[src/rtl/vsd_pkg.sv]
`timescale 1ns/1ps
package vsd_pkg;

  // status field width and preamble length of a timing code
  localparam int STAT_W  = 8;
  localparam int PRE_LEN = 3;
  localparam int N_CAND  = 8;

  typedef struct packed {
    logic f;
    logic v;
    logic h;
  } vsd_flags_t;

  // protected status byte for a given flag triple
  function automatic logic [STAT_W-1:0] vsd_codeword(input logic [2:0] fvh);
    logic f;
    logic v;
    logic h;
    f = fvh[2];
    v = fvh[1];
    h = fvh[0];
    return {1'b1, f, v, h, v ^ h, f ^ h, f ^ v, f ^ v ^ h};
  endfunction

endpackage

[src/rtl/vsd_trs_search.sv]
`timescale 1ns/1ps
module vsd_trs_search
  import vsd_pkg::*;
#(
  parameter int DATA_W = 8
) (
  input  logic              clk,
  input  logic              rst,
  input  logic [DATA_W-1:0] din,
  output logic              hit,
  output logic              stat_vld,
  output logic [STAT_W-1:0] stat_q
);

  localparam logic [DATA_W-1:0] ALL_ONES  = '1;
  localparam logic [DATA_W-1:0] ALL_ZEROS = '0;

  // hist[i] holds the word sampled i+1 edges ago
  logic [DATA_W-1:0] hist [PRE_LEN];
  logic [PRE_LEN-1:0] pos_ok;

  for (genvar i = 0; i < PRE_LEN; i++) begin : g_cmp
    if (i == PRE_LEN - 1) begin : g_lead
      assign pos_ok[i] = (hist[i] == ALL_ONES);
    end else begin : g_zero
      assign pos_ok[i] = (hist[i] == ALL_ZEROS);
    end
  end

  assign hit = &pos_ok;

  always_ff @(posedge clk) begin
    if (rst) begin
      for (int i = 0; i < PRE_LEN; i++) hist[i] <= '0;
      stat_vld <= 1'b0;
      stat_q   <= '0;
    end else begin
      hist[0] <= din;
      for (int i = 1; i < PRE_LEN; i++) hist[i] <= hist[i-1];
      stat_vld <= hit;
      if (hit) stat_q <= din[DATA_W-1 -: STAT_W];
    end
  end

  // two status words can never sit on consecutive edges
  AST_STAT_SPACED: assert property (@(posedge clk) disable iff (rst) stat_vld |=> !stat_vld);

endmodule

[src/rtl/vsd_trs_check.sv]
`timescale 1ns/1ps
module vsd_trs_check
  import vsd_pkg::*;
#(
  parameter bit CORRECT_EN = 1'b1
) (
  input  logic [STAT_W-1:0] stat,
  output vsd_flags_t        flags,
  output logic              clean,
  output logic              fixed
);

  logic [N_CAND-1:0] exact;
  logic [N_CAND-1:0] near;
  logic [2:0]        sel;

  // compare the received byte against every legal code word
  for (genvar c = 0; c < N_CAND; c++) begin : g_cand
    localparam logic [STAT_W-1:0] CW = vsd_codeword(3'(c));
    logic [STAT_W-1:0] diff;
    assign diff     = stat ^ CW;
    assign exact[c] = (diff == '0);
    assign near[c]  = ($countones(diff) == 1);
  end

  always_comb begin
    clean = |exact;
    fixed = CORRECT_EN && !clean && (|near);
    sel   = '0;
    for (int c = 0; c < N_CAND; c++) begin
      if (exact[c] || (fixed && near[c])) sel = 3'(c);
    end
    flags = vsd_flags_t'(sel);
  end

endmodule

[src/rtl/vsd_sync_state.sv]
`timescale 1ns/1ps
module vsd_sync_state
  import vsd_pkg::*;
(
  input  logic       clk,
  input  logic       rst,
  input  logic       stat_vld,
  input  vsd_flags_t flags,
  input  logic       clean,
  input  logic       fixed,
  output logic       hsync,
  output logic       vsync,
  output logic       field,
  output logic       act_state,
  output logic       code_err,
  output logic       code_fix
);

  logic accept;
  assign accept = stat_vld && (clean || fixed);

  always_ff @(posedge clk) begin
    if (rst) begin
      hsync     <= 1'b0;
      vsync     <= 1'b0;
      field     <= 1'b0;
      act_state <= 1'b0;
      code_err  <= 1'b0;
      code_fix  <= 1'b0;
    end else begin
      code_err <= stat_vld && !accept;
      code_fix <= stat_vld && fixed;
      if (accept) begin
        field     <= flags.f;
        vsync     <= flags.v;
        hsync     <= flags.h;
        act_state <= !flags.h && !flags.v;
      end
    end
  end

  AST_ERR_HOLDS: assert property (@(posedge clk) disable iff (rst) code_err |-> $stable({field, vsync, hsync, act_state}));
  AST_ERR_PULSE: assert property (@(posedge clk) disable iff (rst) code_err |=> !code_err);
  AST_QUIET_NO_CODE: assert property (@(posedge clk) disable iff (rst) !stat_vld |=> $stable({field, vsync, hsync}));

endmodule

[src/rtl/vsd_data_align.sv]
`timescale 1ns/1ps
module vsd_data_align
  import vsd_pkg::*;
#(
  parameter int DATA_W = 8,
  parameter int DEPTH  = PRE_LEN + 1
) (
  input  logic              clk,
  input  logic              rst,
  input  logic [DATA_W-1:0] din,
  input  logic              hit,
  input  logic              act_state,
  output logic [DATA_W-1:0] vid_data,
  output logic              vid_active
);

  logic [DATA_W-1:0] pipe [DEPTH];
  logic [DEPTH-1:0]  tag;

  // a hit marks the status word and the preamble words still in flight
  always_ff @(posedge clk) begin
    if (rst) begin
      for (int k = 0; k < DEPTH; k++) pipe[k] <= '0;
      tag        <= '0;
      vid_data   <= '0;
      vid_active <= 1'b0;
    end else begin
      pipe[0] <= din;
      tag[0]  <= hit;
      for (int k = 1; k < DEPTH; k++) begin
        pipe[k] <= pipe[k-1];
        tag[k]  <= tag[k-1] | hit;
      end
      vid_data   <= pipe[DEPTH-1];
      vid_active <= act_state && !tag[DEPTH-1];
    end
  end

  AST_CODE_NOT_ACTIVE: assert property (@(posedge clk) disable iff (rst) vid_active |-> (!$past(hit, 2) && !$past(hit, 3) && !$past(hit, 4) && !$past(hit, 5)));

endmodule

[src/rtl/vsd_decoder.sv]
`timescale 1ns/1ps
module vsd_decoder
  import vsd_pkg::*;
#(
  parameter int DATA_W     = 8,
  parameter bit CORRECT_EN = 1'b1
) (
  input  logic              clk,
  input  logic              rst,
  input  logic [DATA_W-1:0] vid_in,
  output logic              hsync,
  output logic              vsync,
  output logic              field,
  output logic              vid_active,
  output logic [DATA_W-1:0] vid_data,
  output logic              code_err,
  output logic              code_fix
);

  logic              hit;
  logic              stat_vld;
  logic [STAT_W-1:0] stat_q;
  vsd_flags_t        flags;
  logic              clean;
  logic              fixed;
  logic              act_state;

  vsd_trs_search #(.DATA_W(DATA_W)) u_search (
    .clk      (clk),
    .rst      (rst),
    .din      (vid_in),
    .hit      (hit),
    .stat_vld (stat_vld),
    .stat_q   (stat_q)
  );

  vsd_trs_check #(.CORRECT_EN(CORRECT_EN)) u_check (
    .stat  (stat_q),
    .flags (flags),
    .clean (clean),
    .fixed (fixed)
  );

  vsd_sync_state u_state (
    .clk       (clk),
    .rst       (rst),
    .stat_vld  (stat_vld),
    .flags     (flags),
    .clean     (clean),
    .fixed     (fixed),
    .hsync     (hsync),
    .vsync     (vsync),
    .field     (field),
    .act_state (act_state),
    .code_err  (code_err),
    .code_fix  (code_fix)
  );

  vsd_data_align #(.DATA_W(DATA_W), .DEPTH(PRE_LEN + 1)) u_align (
    .clk        (clk),
    .rst        (rst),
    .din        (vid_in),
    .hit        (hit),
    .act_state  (act_state),
    .vid_data   (vid_data),
    .vid_active (vid_active)
  );

  AST_PREAMBLE_SEEN: assert property (@(posedge clk) disable iff (rst) stat_vld |-> ($past(vid_in, 2) == '0 && $past(vid_in, 3) == '0 && $past(vid_in, 4) == '1));
  AST_STAT_CAPTURE: assert property (@(posedge clk) disable iff (rst) stat_vld |-> (stat_q == $past(vid_in[DATA_W-1 -: STAT_W], 1)));
  AST_ERR_FIX_EXCL: assert property (@(posedge clk) disable iff (rst) !(code_err && code_fix));

endmodule

[config.mk]
export PLATFORM = sky130hd
export DESIGN_NAME = vsd_decoder
export DESIGN_NICKNAME = d
export VERILOG_FILES = /design/src/rtl/vsd_pkg.sv /design/src/rtl/vsd_trs_search.sv /design/src/rtl/vsd_trs_check.sv /design/src/rtl/vsd_sync_state.sv /design/src/rtl/vsd_data_align.sv /design/src/rtl/vsd_decoder.sv
export SDC_FILE = /design/constraint.sdc
export NUM_CORES = 1
export LEC_CHECK = 0
export BUFFER_PORTS_ARGS = -buffer_cell sky130_fd_sc_hd__buf_2
export CAP_MARGIN = 15
export CORE_MARGIN = 2
export CORE_UTILIZATION = 62
export DETAILED_ROUTE_END_ITERATION = 8
export PLACE_DENSITY = 0.8
export SYNTH_ARGS = -nofsm -noshare
export SYNTH_HDL_FRONTEND = slang
export SYNTH_HIERARCHICAL = 1
export SYNTH_SLANG_ARGS = --single-unit
[constraint.sdc]
create_clock -name clk -period 4.5 [get_ports clk]
set_input_delay 0.45 -clock clk [delete_from_list [all_inputs] [get_ports clk]]
set_output_delay 0.45 -clock clk [all_outputs]
set_load 0.01 [all_outputs]
======== After elaboration in Yosys (flattened, before gate mapping) ========
Memory sizes are Yosys's and may differ from the RTL's. A register that Yosys moved wholly into a read port is not among the register bits.
Cells that the tools add are included.
word-level totals
  register bits after elaboration ......... 20
  memory bits (writable) .................. 56
  bits of input ports ..................... 10
  output and inout bits ................... 14
  logic and storage cells ................. 148
  memories ................................ 2
memories
  memory         depth  bits a word  read ports  clocked after Yosys merged registers in  write ports  line                  source
  u_align.pipe   4      8            4           1                                        4            vsd_data_align.sv:17  logic [DATA_W-1:0] pipe [DEPTH];
  u_search.hist  3      8            3           0                                        3            vsd_trs_search.sv:19  logic [DATA_W-1:0] hist [PRE_LEN];
cells by class
  add/subtract/negate cells ............... 53
  equal/unequal tests ..................... 9
  muxes and demuxes ....................... 17
  bitwise operators ....................... 18
  reductions and logical operators ........ 39
operators by type and width
  operator                                               number
  adder 32 bit                                           24
  equality test 32 x 2 -> 1 bit (second input constant)  8
  zero test 8 bit                                        10
  adder 1 x 1 -> 2 bit                                   29
  2-to-1 mux 8 bit                                       7
  inverter 5 bit                                         7
  2-to-1 mux 3 bit                                       6
  OR reduction 8 bit                                     2
  logical AND 1 bit                                      13
  OR 1 bit                                               10
  equality test 8 bit (second input constant)            1
  logical OR 1 bit                                       8
  zero test 1 bit                                        5
  2-to-1 mux 1 bit                                       4
  AND reduction 3 bit                                    1
  inverter 1 bit                                         1

======== Logic depth before layout (Yosys ltp) ========
  depth after elaboration ................. 18
  depth in mapped cells ................... 16
  gate-level depth less buffers ........... 16

======== By module ========
The synthesis kept the hierarchy.
modules (own cells, without submodules)
  module          times used  cells each  area each (um^2)  seq. area each (um^2)
  vsd_trs_check   1           194         1727.9            0.0
  vsd_data_align  1           94          1222.4            900.9
  vsd_trs_search  1           86          1039.7            660.6
  vsd_sync_state  1           22          251.5             120.1

======== Least setup slack after synthesis ========
OpenSTA, ideal clock, no wires.
  path kind ............................... register -> register
  start ................................... register u_search.stat_q[0]
  end ..................................... register u_state.act_state
  setup time .............................. 121 ps
  arrival ................................. 4033 ps
  data required time ...................... 4379 ps
  setup slack ............................. 346 ps
  cell stages (with the launch flop) ...... 16
  buffers on the path ..................... 0
  clock period less this slack ............ 4154 ps
  cell sequence ........................... dfxtp_1 > inv_1 > fa_1 > inv_1 > fa_1 > fa_1 > ha_1 > inv_1 > fa_1 > nor2b_1 > a31oi_1 > o21ai_0 > nor2_1 > a41oi_1 > o21a_4 > mux2_4
on the way
  cells in the longest elaborated chain, start to end .. 18
  elaborated cells between the ends (all ways) .. 73
  those cells by class .................... add/sub: 23; eq/ne: 8; mux: 7; bitwise: 4; reduce/logical: 31
RTL lines
  what                                             line                  source
  from (decl)                                      vsd_trs_search.sv:12  output logic [STAT_W-1:0] stat_q
  from (signal assigned)                           vsd_trs_search.sv:41  if (hit) stat_q <= din[DATA_W-1 -: STAT_W];
  inverter 5 bit (no line)                         n/a
  adder 1 x 1 -> 2 bit (not written as such)       vsd_trs_check.sv:23   assign near[c] = ($countones(diff) == 1);
  adder 32 bit (not written as such) (2 in a row)  vsd_trs_check.sv:23
  equality test 32 x 2 -> 1 bit                    vsd_trs_check.sv:23
  OR reduction 8 bit                               vsd_trs_check.sv:28   fixed = CORRECT_EN && !clean && (|near);
  logical AND 1 bit *                              vsd_trs_check.sv:28
  named net fixed                                  vsd_decoder.sv:25     logic fixed;
  logical AND 1 bit                                vsd_trs_check.sv:31   if (exact[c] || (fixed && near[c])) sel = 3'(c);
  logical OR 1 bit                                 vsd_trs_check.sv:31
  2-to-1 mux 1 bit                                 vsd_trs_check.sv:31
  2-to-1 mux 3 bit (6 in a row)                    vsd_trs_check.sv:31
  zero test 1 bit                                  vsd_sync_state.sv:37  act_state <= !flags.h && !flags.v;
  logical AND 1 bit                                vsd_sync_state.sv:37
  to (signal assigned)                             vsd_sync_state.sv:37
  to (decl)                                        vsd_sync_state.sv:14  output logic act_state,
Mark *: on every way through the listed nets, which the timed path passes. The rest lies on a longest branch.
A chain may end at the register's enable or synchronous reset.

======== Worst setup path in the final report ========
  start ................................... register u_search.stat_q[2]
  end ..................................... register u_state.act_state
Same word-level chain as after synthesis.

==> flow_summary.toml <==
[detailed_routing]
vias = 2629
drt-total-wl_mm = 7.00
wl_per_cell_um = 13.6
drc = 0
drt_pre_antenna_iters = 4
ant_nets = 0
vias_per_cell = 5.11
first_iter_violations = 83

[yosys]
ys.flop_type = "dfxtp_1"
synth_area_leaders = "dfxtp_1, fa_1, ha_1"
synth-edff-count = 0
syn-mean-instance-area_um2 = 10.7
synth_common_cells = "dfxtp_1, nor2b_1, inv_1"
synth_cell_types = 47
syn_area_mm2 = 0.00424
yosysTopAreaCell = "dfxtp_1"
synth_top_area_frac = 0.396
syn_inst = 396
synth_nets = 476
ys_warn_count = 6
synth_seq_cells = 84
synth-seq-area-share = 0.396
synthArstFlopShare = 0
synth.most_common_cell = "dfxtp_1"

[timing]
rsz0062_at_grt = "no"
skew_ns = 0.00937
max_freq_ghz = 0.235
finalSetupViolCount = 0
period_minus_slack_ns = 4.26
slew_violations = 0
period_share = 0.947
fin_hold_ws_ns = 0.320
setup_ws_ns = 0.240
slew_headroom = 0.433
tns_ns = 0
tightest_slew_ns = 0.844
hold_viol = 0

[worst_setup_path]
cp-end-kind = "flop"
reg2reg_depth = 15
critPathCapture = "u_state/act_state$_SDFFE_PP0P_"
reg2reg_slack_ns = 0.24
startpoint_type = "flop"
rr_startpoint = "u_search/stat_q[2]$_SDFFE_PP0P_"
worstPathArrival_ns = 4.50
startpoint = "u_search/stat_q[2]$_SDFFE_PP0P_"
crit_type = "reg2reg"
crit_required_ns = 4.74
critPathMaxFanout = 6
reg2reg_to = "u_state/act_state$_SDFFE_PP0P_"

[global_route]
track_usage = 0.205
grt_max_degree = 54
grt_pass1_vias = 2512
antenna_found_initial = 0
overflow = 0
grt_pass1_wl_mm = 11.8

[floorplan]
start_util = 0.631
die_h_um = 86.7
die-area_mm2 = 0.00752
die_w_um = 86.7
placementRows = 30
ioPinCount = 24
core-area_mm2 = 0.00672

[placement]
dpl_cell_area_mm2 = 0.00447
place_ws_ns = 0.176
gp_congestion = 0.959
port_buffers = 23
hpwl_mm = 5.35

[cts]
insertion_delay_ns = 0.35
cts.clk_slew.worst_paths_ns = 0.08
clk_path_buf_depth = 2
cts_root_buf = "clkbuf_8"
numCtsBuffers = 9
cts_tree = "yes"
h-tree-depth = 3
hold_buffers = 0
clock-sinks = 84

[pwr]
p_per_area_mw_per_mm2 = 309
p_leak_nw = 2.19
ir_drop_mv = 0.183

[min_path]
min_path_type = "in2reg"

[layout]
fin_area_mm2 = 0.00474
nFillCells = 489
fin_nets = 509
multi_input_area_mm2 = 0.00231
diodes = 0
drive_gt1_frac = 0.157
seq_area_mm2 = 0.00168
syn2layout_area_growth_pct = 11.7

[outcome]
status = "finished, final reports clean"

[run]
cap_violations = 0
## timing repair
action,in CTS,in global routing
buffers inserted,0,0
gates resized for setup,0,3
endpoints found under the setup margin,0,4
## sequential cells by signal, indices dropped and copies added (netlist names), 4 cells and up
name / flops
u_align/tag: 4
u_align/vid_data: 8
u_search/stat_q: 8
u_search/hist: 24
u_align/pipe: 32
## where the power goes
part	internal [W]	switching (W)
logic	0.0000172	0.0000198
clock network	0.000390	0.000267
registers	0.000762	0.00000543
total	0.00117	0.000292
## cell type report
cell class,instances,share of cell area
Sequential cell,84,0.355
Timing Repair Buffer,30,0.0354
Clock inverter,6,0.0251
Tap cell,80,0.0211
Inverter,58,0.0460
Clock buffer,10,0.0291
Multi-Input combinational cell,246,0.488
## worst max-delay path: stages, from the launching register on
cell,delay (ns)
dfxtp_1,0.49
inv_2,0.15
fa_1,0.53
inv_1,0.05
fa_1,0.45
fa_1,0.49
ha_1,0.16
inv_1,0.06
fa_1,0.36
nor2b_1,0.14
a31oi_1,0.17
o21ai_0,0.14
nor2_1,0.19
a41oi_2,0.20
o21a_4,0.28
mux2_4,0.29
## cell usage in the layout (no fill, tap or decap), drive strengths merged, types with 2 or more instances in the layout
cell type  instances
mux2               9
o21ai              6
or3b               2
mux2i              5
a31oi              3
nand2b             8
nor2b             76
and2b              4
clkbuf            10
bufinv             3
fa                31
nand4b             3
dfxtp             84
a21oi              2
a211oi             2
nor2               9
o21a               2
nor4               4
buf               30
ha                39
nand2             10
nand4             11
inv               60
nor3               2
o21ba              3
## metal layers
metal | wire (µm) | GRT usage | vias to the layer above
met5 | 0 | 0 | -
met4 | 126 | 0.0881 | 0
met3 | 355 | 0.0438 | 13
met2 | 3270 | 0.324 | 57
met1 | 3250 | 0.274 | 1229
li1 | - | - | 1330
## worst min path at each step
stage / start / to / slack (ns) / cells after the start
global route: vid_in[0] / u_align/pipe[0][0]$_SDFF_PP0_ / 0.31 / 2
global placement: u_align/tag[3]$_SDFF_PP0_ / u_align/vid_active$_SDFF_PP0_ / 0.39 / 1
detailed placement: u_align/tag[3]$_SDFF_PP0_ / u_align/vid_active$_SDFF_PP0_ / 0.38 / 1
floorplan: u_align/tag[3]$_SDFF_PP0_ / u_align/vid_active$_SDFF_PP0_ / 0.37 / 1
CTS: vid_in[0] / u_align/pipe[0][0]$_SDFF_PP0_ / 0.30 / 2
finish: vid_in[0] / u_align/pipe[0][0]$_SDFF_PP0_ / 0.32 / 2
## cells by family (layout without fill, tap and decap cells)
| logic type | Yosys count | count (layout) | synth area share |
|---|---|---|---|
| buffers and inverters | 66 | 104 | 0.0602 |
| adder cells (fa/ha/maj) | 70 | 70 | 0.261 |
| AND/OR/NAND/NOR | 135 | 135 | 0.197 |
| flip-flops | 84 | 84 | 0.396 |
| AO/OA/AOI/OAI | 27 | 27 | 0.0481 |
| multiplexers | 14 | 14 | 0.0366 |
## stage by stage
step / utilization / cells / total power, W
2_1_floorplan: - / 396 / 0.000810
3_5_place_dp: 0.666 / 498 / 0.000822
6_report: 0.705 / 514 / 0.00146
3_3_place_gp: 0.666 / 498 / 0.000821
5_1_grt: 0.705 / 514 / 0.00151
4_1_cts: 0.704 / 514 / 0.00148
Power figures use the tool's default switching activity.
